### src/rtl/hvw_pkg.sv
package hvw_pkg;

  localparam int unsigned SEL_W  = 4;
  localparam int unsigned WORD_W = 32;

  localparam logic [SEL_W-1:0] SEL_LOW  = 4'd0;
  localparam logic [SEL_W-1:0] SEL_HIGH = 4'd1;
  localparam logic [SEL_W-1:0] SEL_OFF  = 4'd4;
  localparam logic [SEL_W-1:0] SEL_RISE = 4'd13;
  localparam logic [SEL_W-1:0] SEL_FALL = 4'd14;
  localparam logic [SEL_W-1:0] SEL_ANY  = 4'd15;

  typedef enum logic [2:0] {
    MODE_OFF,
    MODE_LOW,
    MODE_HIGH,
    MODE_RISE,
    MODE_FALL,
    MODE_ANY
  } irq_mode_e;

  // Map the software code to a mode; unknown codes are treated as off.
  function automatic irq_mode_e sel_to_mode(input logic [SEL_W-1:0] s);
    case (s)
      SEL_LOW:  return MODE_LOW;
      SEL_HIGH: return MODE_HIGH;
      SEL_RISE: return MODE_RISE;
      SEL_FALL: return MODE_FALL;
      SEL_ANY:  return MODE_ANY;
      default:  return MODE_OFF;
    endcase
  endfunction

  function automatic logic mode_is_edge(input irq_mode_e m);
    return (m == MODE_RISE) || (m == MODE_FALL) || (m == MODE_ANY);
  endfunction

  // Transition test between the previous and current sample of one wire.
  function automatic logic edge_match(input irq_mode_e m, input logic cur,
                                      input logic prev);
    case (m)
      MODE_RISE: return cur & ~prev;
      MODE_FALL: return ~cur & prev;
      MODE_ANY:  return cur ^ prev;
      default:   return 1'b0;
    endcase
  endfunction

  function automatic logic level_out(input irq_mode_e m, input logic cur);
    case (m)
      MODE_LOW:  return ~cur;
      MODE_HIGH: return cur;
      default:   return 1'b0;
    endcase
  endfunction

endpackage

### src/rtl/hvw_cfg_regs.sv
module hvw_cfg_regs
  import hvw_pkg::*;
#(
  parameter int unsigned NUM_WIRES = 4,
  parameter int unsigned IDX_W     = 8,
  parameter int unsigned SRC_W     = 2,
  parameter int unsigned LANE      = 8
) (
  input  logic                    clk,
  input  logic                    rst_n,
  input  logic                    wr_en,
  input  logic [1:0]              wr_addr,
  input  logic [WORD_W-1:0]       wr_data,
  output logic [IDX_W-1:0]        host_idx,
  output logic [SRC_W-1:0]        rst_sel,
  output logic [NUM_WIRES-1:0]    rst_state,
  output logic [NUM_WIRES*SEL_W-1:0] wire_sel,
  output logic [WORD_W-1:0]       word0_rd,
  output logic [WORD_W-1:0]       word1_rd
);

  localparam int unsigned SRC_LSB = 8;
  localparam int unsigned RST_LSB = 12;

  logic wr0, wr1;
  assign wr0 = wr_en && (wr_addr == 2'd0);
  assign wr1 = wr_en && (wr_addr == 2'd1);

  always_ff @(posedge clk or negedge rst_n) begin
    if (!rst_n) begin
      host_idx  <= '0;
      rst_sel   <= '0;
      rst_state <= '0;
    end else if (wr0) begin
      host_idx  <= wr_data[IDX_W-1:0];
      rst_sel   <= wr_data[SRC_LSB +: SRC_W];
      rst_state <= wr_data[RST_LSB +: NUM_WIRES];
    end
  end

  for (genvar i = 0; i < NUM_WIRES; i++) begin : g_sel
    always_ff @(posedge clk or negedge rst_n) begin
      if (!rst_n) begin
        wire_sel[i*SEL_W +: SEL_W] <= SEL_OFF;
      end else if (wr1) begin
        wire_sel[i*SEL_W +: SEL_W] <= wr_data[i*LANE +: SEL_W];
      end
    end
  end

  always_comb begin
    word0_rd = '0;
    word0_rd[IDX_W-1:0]            = host_idx;
    word0_rd[SRC_LSB +: SRC_W]     = rst_sel;
    word0_rd[RST_LSB +: NUM_WIRES] = rst_state;
    word1_rd = '0;
    for (int i = 0; i < NUM_WIRES; i++) begin
      word1_rd[i*LANE +: SEL_W] = wire_sel[i*SEL_W +: SEL_W];
    end
  end


  cfg_keep_chk: assert property (@(posedge clk) disable iff (!rst_n)
    !wr0 |=> $stable(host_idx) && $stable(rst_sel) && $stable(rst_state));

endmodule

### src/rtl/hvw_wire_state.sv
module hvw_wire_state #(
  parameter int unsigned NUM_WIRES = 4,
  parameter int unsigned IDX_W     = 8,
  parameter int unsigned NUM_RST   = 4,
  parameter int unsigned SRC_W     = 2,
  parameter int unsigned MIN_IDX   = 2
) (
  input  logic                 clk,
  input  logic                 rst_n,
  input  logic                 upd_valid,
  input  logic [IDX_W-1:0]     upd_index,
  input  logic [NUM_WIRES-1:0] upd_mask,
  input  logic [NUM_WIRES-1:0] upd_data,
  input  logic [IDX_W-1:0]     host_idx,
  input  logic [SRC_W-1:0]     rst_sel,
  input  logic [NUM_WIRES-1:0] rst_state,
  input  logic [NUM_RST-1:0]   rst_pins,
  output logic [NUM_WIRES-1:0] wire_q,
  output logic [NUM_WIRES-1:0] wire_prev,
  output logic                 upd_hit,
  output logic                 rst_load
);

  localparam logic [IDX_W-1:0] MIN_IDX_V = IDX_W'(MIN_IDX);

  logic [NUM_RST-1:0]   pins_q;
  logic [NUM_RST-1:0]   pins_rise;
  logic                 idx_ok;
  logic [NUM_WIRES-1:0] merged;

  assign pins_rise = rst_pins & ~pins_q;
  assign rst_load  = pins_rise[rst_sel];
  assign idx_ok    = host_idx >= MIN_IDX_V;
  assign upd_hit   = upd_valid && idx_ok && (upd_index == host_idx);
  assign merged    = (wire_q & ~upd_mask) | (upd_data & upd_mask);

  always_ff @(posedge clk or negedge rst_n) begin
    if (!rst_n) begin
      pins_q    <= '0;
      wire_q    <= '0;
      wire_prev <= '0;
    end else begin
      pins_q <= rst_pins;
      if (rst_load) begin
        wire_q    <= rst_state;
        wire_prev <= rst_state;
      end else begin
        wire_prev <= wire_q;
        if (upd_hit) wire_q <= merged;
      end
    end
  end


  upd_ignore_chk: assert property (@(posedge clk) disable iff (!rst_n)
    (!upd_hit && !rst_load) |=> $stable(wire_q));


  low_idx_chk: assert property (@(posedge clk) disable iff (!rst_n)
    (upd_valid && (host_idx < MIN_IDX_V) && !rst_load) |=> $stable(wire_q));


  mask_keep_chk: assert property (@(posedge clk) disable iff (!rst_n)
    (upd_hit && !rst_load) |=> (((wire_q ^ $past(wire_q)) & ~$past(upd_mask)) == '0));


  rst_load_chk: assert property (@(posedge clk) disable iff (!rst_n)
    rst_load |=> (wire_q == $past(rst_state)));

endmodule

### src/rtl/hvw_irq_unit.sv
module hvw_irq_unit
  import hvw_pkg::*;
#(
  parameter int unsigned NUM_WIRES = 4
) (
  input  logic                       clk,
  input  logic                       rst_n,
  input  logic [NUM_WIRES-1:0]       wire_q,
  input  logic [NUM_WIRES-1:0]       wire_prev,
  input  logic [NUM_WIRES*SEL_W-1:0] wire_sel,
  input  logic [NUM_WIRES-1:0]       clr_mask,
  output logic [NUM_WIRES-1:0]       edge_evt,
  output logic [NUM_WIRES-1:0]       pend_q,
  output logic [NUM_WIRES-1:0]       irq
);

  for (genvar i = 0; i < NUM_WIRES; i++) begin : g_wire
    irq_mode_e mode;
    assign mode        = sel_to_mode(wire_sel[i*SEL_W +: SEL_W]);
    assign edge_evt[i] = edge_match(mode, wire_q[i], wire_prev[i]);

    always_ff @(posedge clk or negedge rst_n) begin
      if (!rst_n)             pend_q[i] <= 1'b0;
      else if (edge_evt[i])   pend_q[i] <= 1'b1;
      else if (clr_mask[i])   pend_q[i] <= 1'b0;
    end

    assign irq[i] = mode_is_edge(mode) ? pend_q[i] : level_out(mode, wire_q[i]);


    pend_cause_chk: assert property (@(posedge clk) disable iff (!rst_n)
      !edge_evt[i] |=> !$rose(pend_q[i]));


    pend_hold_chk: assert property (@(posedge clk) disable iff (!rst_n)
      (pend_q[i] && !clr_mask[i]) |=> pend_q[i]);


    off_quiet_chk: assert property (@(posedge clk) disable iff (!rst_n)
      (mode == MODE_OFF) |-> (!irq[i] && !edge_evt[i]));
  end

endmodule

### src/rtl/hvw_group.sv
module hvw_group
  import hvw_pkg::*;
#(
  parameter int unsigned NUM_WIRES = 4,
  parameter int unsigned IDX_W     = 8,
  parameter int unsigned NUM_RST   = 4,
  parameter int unsigned MIN_IDX   = 2,
  parameter int unsigned LANE      = 8
) (
  input  logic                 clk,
  input  logic                 rst_n,
  input  logic                 reg_wen,
  input  logic [1:0]           reg_addr,
  input  logic [31:0]          reg_wdata,
  output logic [31:0]          reg_rdata,
  input  logic                 upd_valid,
  input  logic [IDX_W-1:0]     upd_index,
  input  logic [NUM_WIRES-1:0] upd_mask,
  input  logic [NUM_WIRES-1:0] upd_data,
  input  logic [NUM_RST-1:0]   rst_pins,
  output logic [NUM_WIRES-1:0] irq
);

  localparam int unsigned SRC_W    = (NUM_RST > 1) ? $clog2(NUM_RST) : 1;
  localparam int unsigned PEND_OFS = 1;

  logic [IDX_W-1:0]           host_idx;
  logic [SRC_W-1:0]           rst_sel;
  logic [NUM_WIRES-1:0]       rst_state;
  logic [NUM_WIRES*SEL_W-1:0] wire_sel;
  logic [WORD_W-1:0]          word0_rd, word1_rd, word2_rd;
  logic [NUM_WIRES-1:0]       wire_q, wire_prev, edge_evt, pend_q, clr_mask;
  logic                       upd_hit, rst_load, clr_wr;

  hvw_cfg_regs #(
    .NUM_WIRES(NUM_WIRES), .IDX_W(IDX_W), .SRC_W(SRC_W), .LANE(LANE)
  ) u_cfg (
    .clk(clk), .rst_n(rst_n), .wr_en(reg_wen), .wr_addr(reg_addr),
    .wr_data(reg_wdata), .host_idx(host_idx), .rst_sel(rst_sel),
    .rst_state(rst_state), .wire_sel(wire_sel),
    .word0_rd(word0_rd), .word1_rd(word1_rd)
  );

  hvw_wire_state #(
    .NUM_WIRES(NUM_WIRES), .IDX_W(IDX_W), .NUM_RST(NUM_RST),
    .SRC_W(SRC_W), .MIN_IDX(MIN_IDX)
  ) u_wires (
    .clk(clk), .rst_n(rst_n), .upd_valid(upd_valid), .upd_index(upd_index),
    .upd_mask(upd_mask), .upd_data(upd_data), .host_idx(host_idx),
    .rst_sel(rst_sel), .rst_state(rst_state), .rst_pins(rst_pins),
    .wire_q(wire_q), .wire_prev(wire_prev), .upd_hit(upd_hit),
    .rst_load(rst_load)
  );

  assign clr_wr = reg_wen && (reg_addr == 2'd2);
  for (genvar i = 0; i < NUM_WIRES; i++) begin : g_clr
    assign clr_mask[i] = clr_wr && reg_wdata[i*LANE + PEND_OFS];
  end

  hvw_irq_unit #(
    .NUM_WIRES(NUM_WIRES)
  ) u_irq (
    .clk(clk), .rst_n(rst_n), .wire_q(wire_q), .wire_prev(wire_prev),
    .wire_sel(wire_sel), .clr_mask(clr_mask), .edge_evt(edge_evt),
    .pend_q(pend_q), .irq(irq)
  );

  always_comb begin
    word2_rd = '0;
    for (int i = 0; i < NUM_WIRES; i++) begin
      word2_rd[i*LANE]            = wire_q[i];
      word2_rd[i*LANE + PEND_OFS] = pend_q[i];
    end
  end

  always_comb begin
    case (reg_addr)
      2'd0:    reg_rdata = word0_rd;
      2'd1:    reg_rdata = word1_rd;
      2'd2:    reg_rdata = word2_rd;
      default: reg_rdata = '0;
    endcase
  end


  load_no_pend_chk: assert property (@(posedge clk) disable iff (!rst_n)
    rst_load |=> !edge_evt);

endmodule

### config.mk
export PLATFORM = sky130hd
export DESIGN_NAME = hvw_group
export DESIGN_NICKNAME = d
export VERILOG_FILES = /design/src/rtl/hvw_pkg.sv /design/src/rtl/hvw_cfg_regs.sv /design/src/rtl/hvw_wire_state.sv /design/src/rtl/hvw_irq_unit.sv /design/src/rtl/hvw_group.sv
export SDC_FILE = /design/constraint.sdc
export NUM_CORES = 1
export LEC_CHECK = 0
export BUFFER_PORTS_ARGS = -buffer_cell sky130_fd_sc_hd__buf_2
export CORE_ASPECT_RATIO = 1.2
export CORE_UTILIZATION = 45
export DETAILED_ROUTE_END_ITERATION = 8
export GPL_TIMING_DRIVEN = 1
export PLACE_DENSITY = 0.73
export REMOVE_ABC_BUFFERS = 1
export SYNTH_ARGS = -nofsm -noshare
export SYNTH_HDL_FRONTEND = slang
export SYNTH_SLANG_ARGS = --single-unit
### constraint.sdc
create_clock -name clk -period 2.2 [get_ports clk]
set_input_delay 0.11 -clock clk [delete_from_list [all_inputs] [get_ports clk]]
set_output_delay 0.11 -clock clk [all_outputs]
set_load 0.05 [all_outputs]
==> insert_results.sql <==
INSERT INTO impl_metrics (metric_group, metric, value, unit) VALUES
('sta', 'count_of_final_setup_violators', '0', ''),
('detailed_routing', 'detailedRoute.firstPassIterationCount', '4', ''),
('final_layout', 'layout.cells.non_filler', '411', ''),
('synth', 'synth_area', '2640', 'um2'),
('power', 'leakage', '1.55', 'nW'),
('clock_tree', 'tritoncts', 'built', ''),
('sta', 'setup-tns-final', '0', 'ns'),
('final_layout', 'fillerInstances', '528', ''),
('detailed_routing', 'viasPerCell', '5.19', ''),
('final_layout', 'finalNetCount', '396', ''),
('sta', 'layout_setup_ws', '0.527', 'ns'),
('clock_tree', 'root_buffer', 'sky130_fd_sc_hd__clkbuf_8', ''),
('clock_tree', 'cts_buffer_depth', '2', ''),
('synth', 'yosys.area_share.adder', '0.0379', ''),
('clock_tree', 'cts_setup_buffers', '0', ''),
('clock_tree', 'numCtsBuffers', '5', ''),
('synth', 'seq_area_frac_synth', '0.438', ''),
('placed_design', 'place_worst_setup_slack', '0.576', 'ns'),
('worst_setup_path', 'cp-startpoint', 'u_cfg.wire_sel[13]', ''),
('detailed_routing', 'drc', '0', ''),
('detailed_routing', 'route.detailed.wl_per_inst', '14.1', 'um'),
('final_layout', 'multiInputGateArea', '1380', 'um2'),
('worst_setup_path', 'worst_r2r_startpoint', 'u_cfg.host_idx[6]', ''),
('sta', 'post-route-period-util', '0.760', ''),
('synth', 'ys_seq_elements', '46', ''),
('die', 'fp.dieH', '85.9', 'um'),
('synth', 'synthDistinctLibCells', '39', ''),
('synth', 'synth-simple-area-share', '0.153', ''),
('final_layout', 'layout.area.seq', '1160', 'um2'),
('sta', 'clock-skew-final', '0.00618', 'ns'),
('placed_design', 'placedCellCount', '398', ''),
('synth', 'ys.warnings.count', '0', ''),
('placed_design', 'post_dp_cell_area', '3100', 'um2'),
('final_layout', 'layout_cell_share_with_drive_strength_beyond_1', '0.387', ''),
('synth', 'synth-edff-count', '0', ''),
('die', 'num_rows', '30', ''),
('final_layout', 'final_util', '0.575', ''),
('worst_setup_path', 'worstPathArrival', '1.56', 'ns'),
('placed_design', 'post-dp-hpwl', '4.31', 'mm'),
('global_routing', 'grt_pass1_vias', '2095', ''),
('clock_tree', 'numClockSinks', '46', ''),
('final_layout', 'antenna_cells', '0', ''),
('worst_setup_path', 'cp.required', '2.09', 'ns'),
('clock_tree', 'cts.reportedPaths.clkPinSlew', '0.08', 'ns'),
('detailed_routing', 'number_of_vias_after_detailed_routing', '2135', ''),
('detailed_routing', 'detail_route.iter0.violations', '61', ''),
('synth', 'combinational_family_with_the_most_area_after_synthesis', 'multiplexers', ''),
('synth', 'synth_xor_xnor_area_share', '0.0365', ''),
('synth', 'synth_cells', '244', ''),
('die', 'core_region_area', '5670', 'um2'),
('final_layout', 'syn_to_final_growth', '23.4', '%'),
('power', 'peakVddDrop', '0.484', 'mV'),
('sta', 'rsz0062_at_grt', 'no', ''),
('placed_design', 'portBuffers', '77', ''),
('sta', 'fmaxAchievable', '598', 'MHz'),
('run', 'drv.max_cap_violation_count', '0', ''),
('synth', 'synth_compound_gate_area_share', '0.125', ''),
('synth', 'asyncSetResetFlopFracSynth', '1.00', ''),
('global_routing', 'antenna_found_initial', '0', ''),
('sta', 'worst_slew_margin_rel', '0.631', ''),
('worst_setup_path', 'path_class', 'reg2out', ''),
('die', 'dieWidth', '71.9', 'um'),
('worst_setup_path', 'critical_path.startpoint_type', 'register', ''),
('min_path', 'worstHoldPathType', 'in2reg', ''),
('placed_design', 'gp_congestion', '0.846', ''),
('detailed_routing', 'wirelength', '5.81', 'mm'),
('status', 'outcome', 'completed', ''),
('worst_setup_path', 'timing.critical_path.to_type', 'output port', ''),
('sta', 'worst_pin_slew', '0.550', 'ns'),
('sta', 'layout_min_cycle_time', '1.67', 'ns'),
('die', 'start_util', '0.466', '');
-- stage by stage --
stage                     power, W  hold WS (ns)
after floorplan            0.00215        -0.186
after global placement     0.00242        0.0370
after detailed placement   0.00247        0.0386
after global routing       0.00330        0.0146
final                      0.00307        0.0234
after CTS                  0.00311        0.0103
-- cell type report --
type,instances,area share
sequential,46,0.355
multi-input combinational,182,0.424
clock buffer,7,0.0234
inverter,8,0.00922
tap,80,0.0307
timing repair buffer,87,0.149
clock inverter,1,0.00922
-- state kept, by name, indices dropped and copies added, names as in the netlist, named ones only --
register	cells
u_cfg.wire_sel	16
u_cfg.host_idx	8
u_cfg.rst_state	4
u_irq.pend_q	4
u_wires.pins_q	4
u_wires.wire_prev	4
u_cfg.rst_sel	2
-- worst paths after layout --
kind                                          end  slack, ns
worst min-delay path            u_cfg.host_idx[5]       0.02
worst max-delay path                       irq[3]       0.53
min in group asynchronous       u_cfg.wire_sel[5]       0.24
max in group asynchronous       u_cfg.wire_sel[2]       1.19
worst min register to register    u_irq.pend_q[1]       0.53
worst max register to register           register       0.55
-- critical path: stages, from the launching register on --
cell and delay [ns]:
sky130_fd_sc_hd__dfrtp_1 0.45, sky130_fd_sc_hd__nor3_1 0.27, sky130_fd_sc_hd__a32o_1 0.16, sky130_fd_sc_hd__nand2_1 0.05, sky130_fd_sc_hd__nand3_1 0.07, sky130_fd_sc_hd__buf_2 0.26
-- Yosys cell counts, types with 4 or more instances --
library cell / instances / area (um2)
sky130_fd_sc_hd__a21oi_1: 4 / 20.0
sky130_fd_sc_hd__a22o_1: 4 / 35.0
sky130_fd_sc_hd__a32o_1: 5 / 50.1
sky130_fd_sc_hd__a41oi_1: 4 / 35.0
sky130_fd_sc_hd__and2_1: 14 / 87.6
sky130_fd_sc_hd__and3_1: 4 / 25.0
sky130_fd_sc_hd__buf_4: 9 / 67.6
sky130_fd_sc_hd__dfrtp_1: 42 / 1050
sky130_fd_sc_hd__dfstp_2: 4 / 105
sky130_fd_sc_hd__ha_1: 8 / 100
sky130_fd_sc_hd__inv_1: 8 / 30.0
sky130_fd_sc_hd__mux2_2: 29 / 327
sky130_fd_sc_hd__mux2i_1: 6 / 60.1
sky130_fd_sc_hd__nand2_1: 18 / 67.6
sky130_fd_sc_hd__nand3_1: 5 / 25.0
sky130_fd_sc_hd__nor2_1: 4 / 15.0
sky130_fd_sc_hd__nor2b_1: 18 / 113
sky130_fd_sc_hd__o21ai_0: 16 / 80.1
sky130_fd_sc_hd__o41ai_1: 7 / 61.3
sky130_fd_sc_hd__xnor2_1: 6 / 52.6
sky130_fd_sc_hd__xor2_1: 5 / 43.8
-- cells in the final DEF, fill, tap and decap left out, types with 2 or more instances in the layout --
cell type | netlist | routed
sky130_fd_sc_hd__a21oi_1 | 4 | 4
sky130_fd_sc_hd__a22o_1 | 4 | 4
sky130_fd_sc_hd__a32o_1 | 5 | 5
sky130_fd_sc_hd__a41oi_1 | 4 | 4
sky130_fd_sc_hd__and2_1 | 14 | 14
sky130_fd_sc_hd__and3_1 | 4 | 4
sky130_fd_sc_hd__buf_2 | 3 | 77
sky130_fd_sc_hd__buf_4 | 9 | 4
sky130_fd_sc_hd__clkbuf_1 | 2 | 2
sky130_fd_sc_hd__clkbuf_8 | 0 | 5
sky130_fd_sc_hd__conb_1 | 1 | 8
sky130_fd_sc_hd__dfrtp_1 | 42 | 42
sky130_fd_sc_hd__dfstp_2 | 4 | 4
sky130_fd_sc_hd__dlygate4sd3_1 | 0 | 5
sky130_fd_sc_hd__ha_1 | 8 | 8
sky130_fd_sc_hd__inv_1 | 8 | 8
sky130_fd_sc_hd__mux2_2 | 29 | 29
sky130_fd_sc_hd__mux2i_1 | 6 | 6
sky130_fd_sc_hd__nand2_1 | 18 | 18
sky130_fd_sc_hd__nand3_1 | 5 | 5
sky130_fd_sc_hd__nand4_1 | 2 | 2
sky130_fd_sc_hd__nor2_1 | 4 | 4
sky130_fd_sc_hd__nor2b_1 | 18 | 18
sky130_fd_sc_hd__o2111ai_1 | 3 | 3
sky130_fd_sc_hd__o21ai_0 | 16 | 16
sky130_fd_sc_hd__o41ai_1 | 7 | 7
sky130_fd_sc_hd__xnor2_1 | 6 | 6
sky130_fd_sc_hd__xor2_1 | 5 | 5
-- cells by family (layout without fill, tap and decap cells) --
family,after synthesis,in the layout
compound gates,45,45
xor+xnor,11,11
fa+ha+maj,8,8
buf+inv,23,103
flops,46,46
mux,37,37
other cells,1,8
simple gates,73,73
-- report_power, final --
part / switching, W / internal [W]
registers: 0.000255 / 0.00107
clock network: 0.000278 / 0.000340
logic: 0.000666 / 0.000461
total: 0.00120 / 0.00187
-- metal layers --
layer / vias to the layer above / GRT usage / share of wire
li1: 1033 / - / -
met1: 1032 / 0.251 / 0.44
met2: 63 / 0.341 / 0.51
met3: 7 / 0.0411 / 0.043
met4: 0 / 0.0873 / 0.014
met5: - / 0 / 0
-- timing repair --
action	in CTS	in global routing
endpoints found under the hold margin	19	0
gates resized for setup	0	0
hold buffers	5	0
Power figures use the tool's default switching activity.
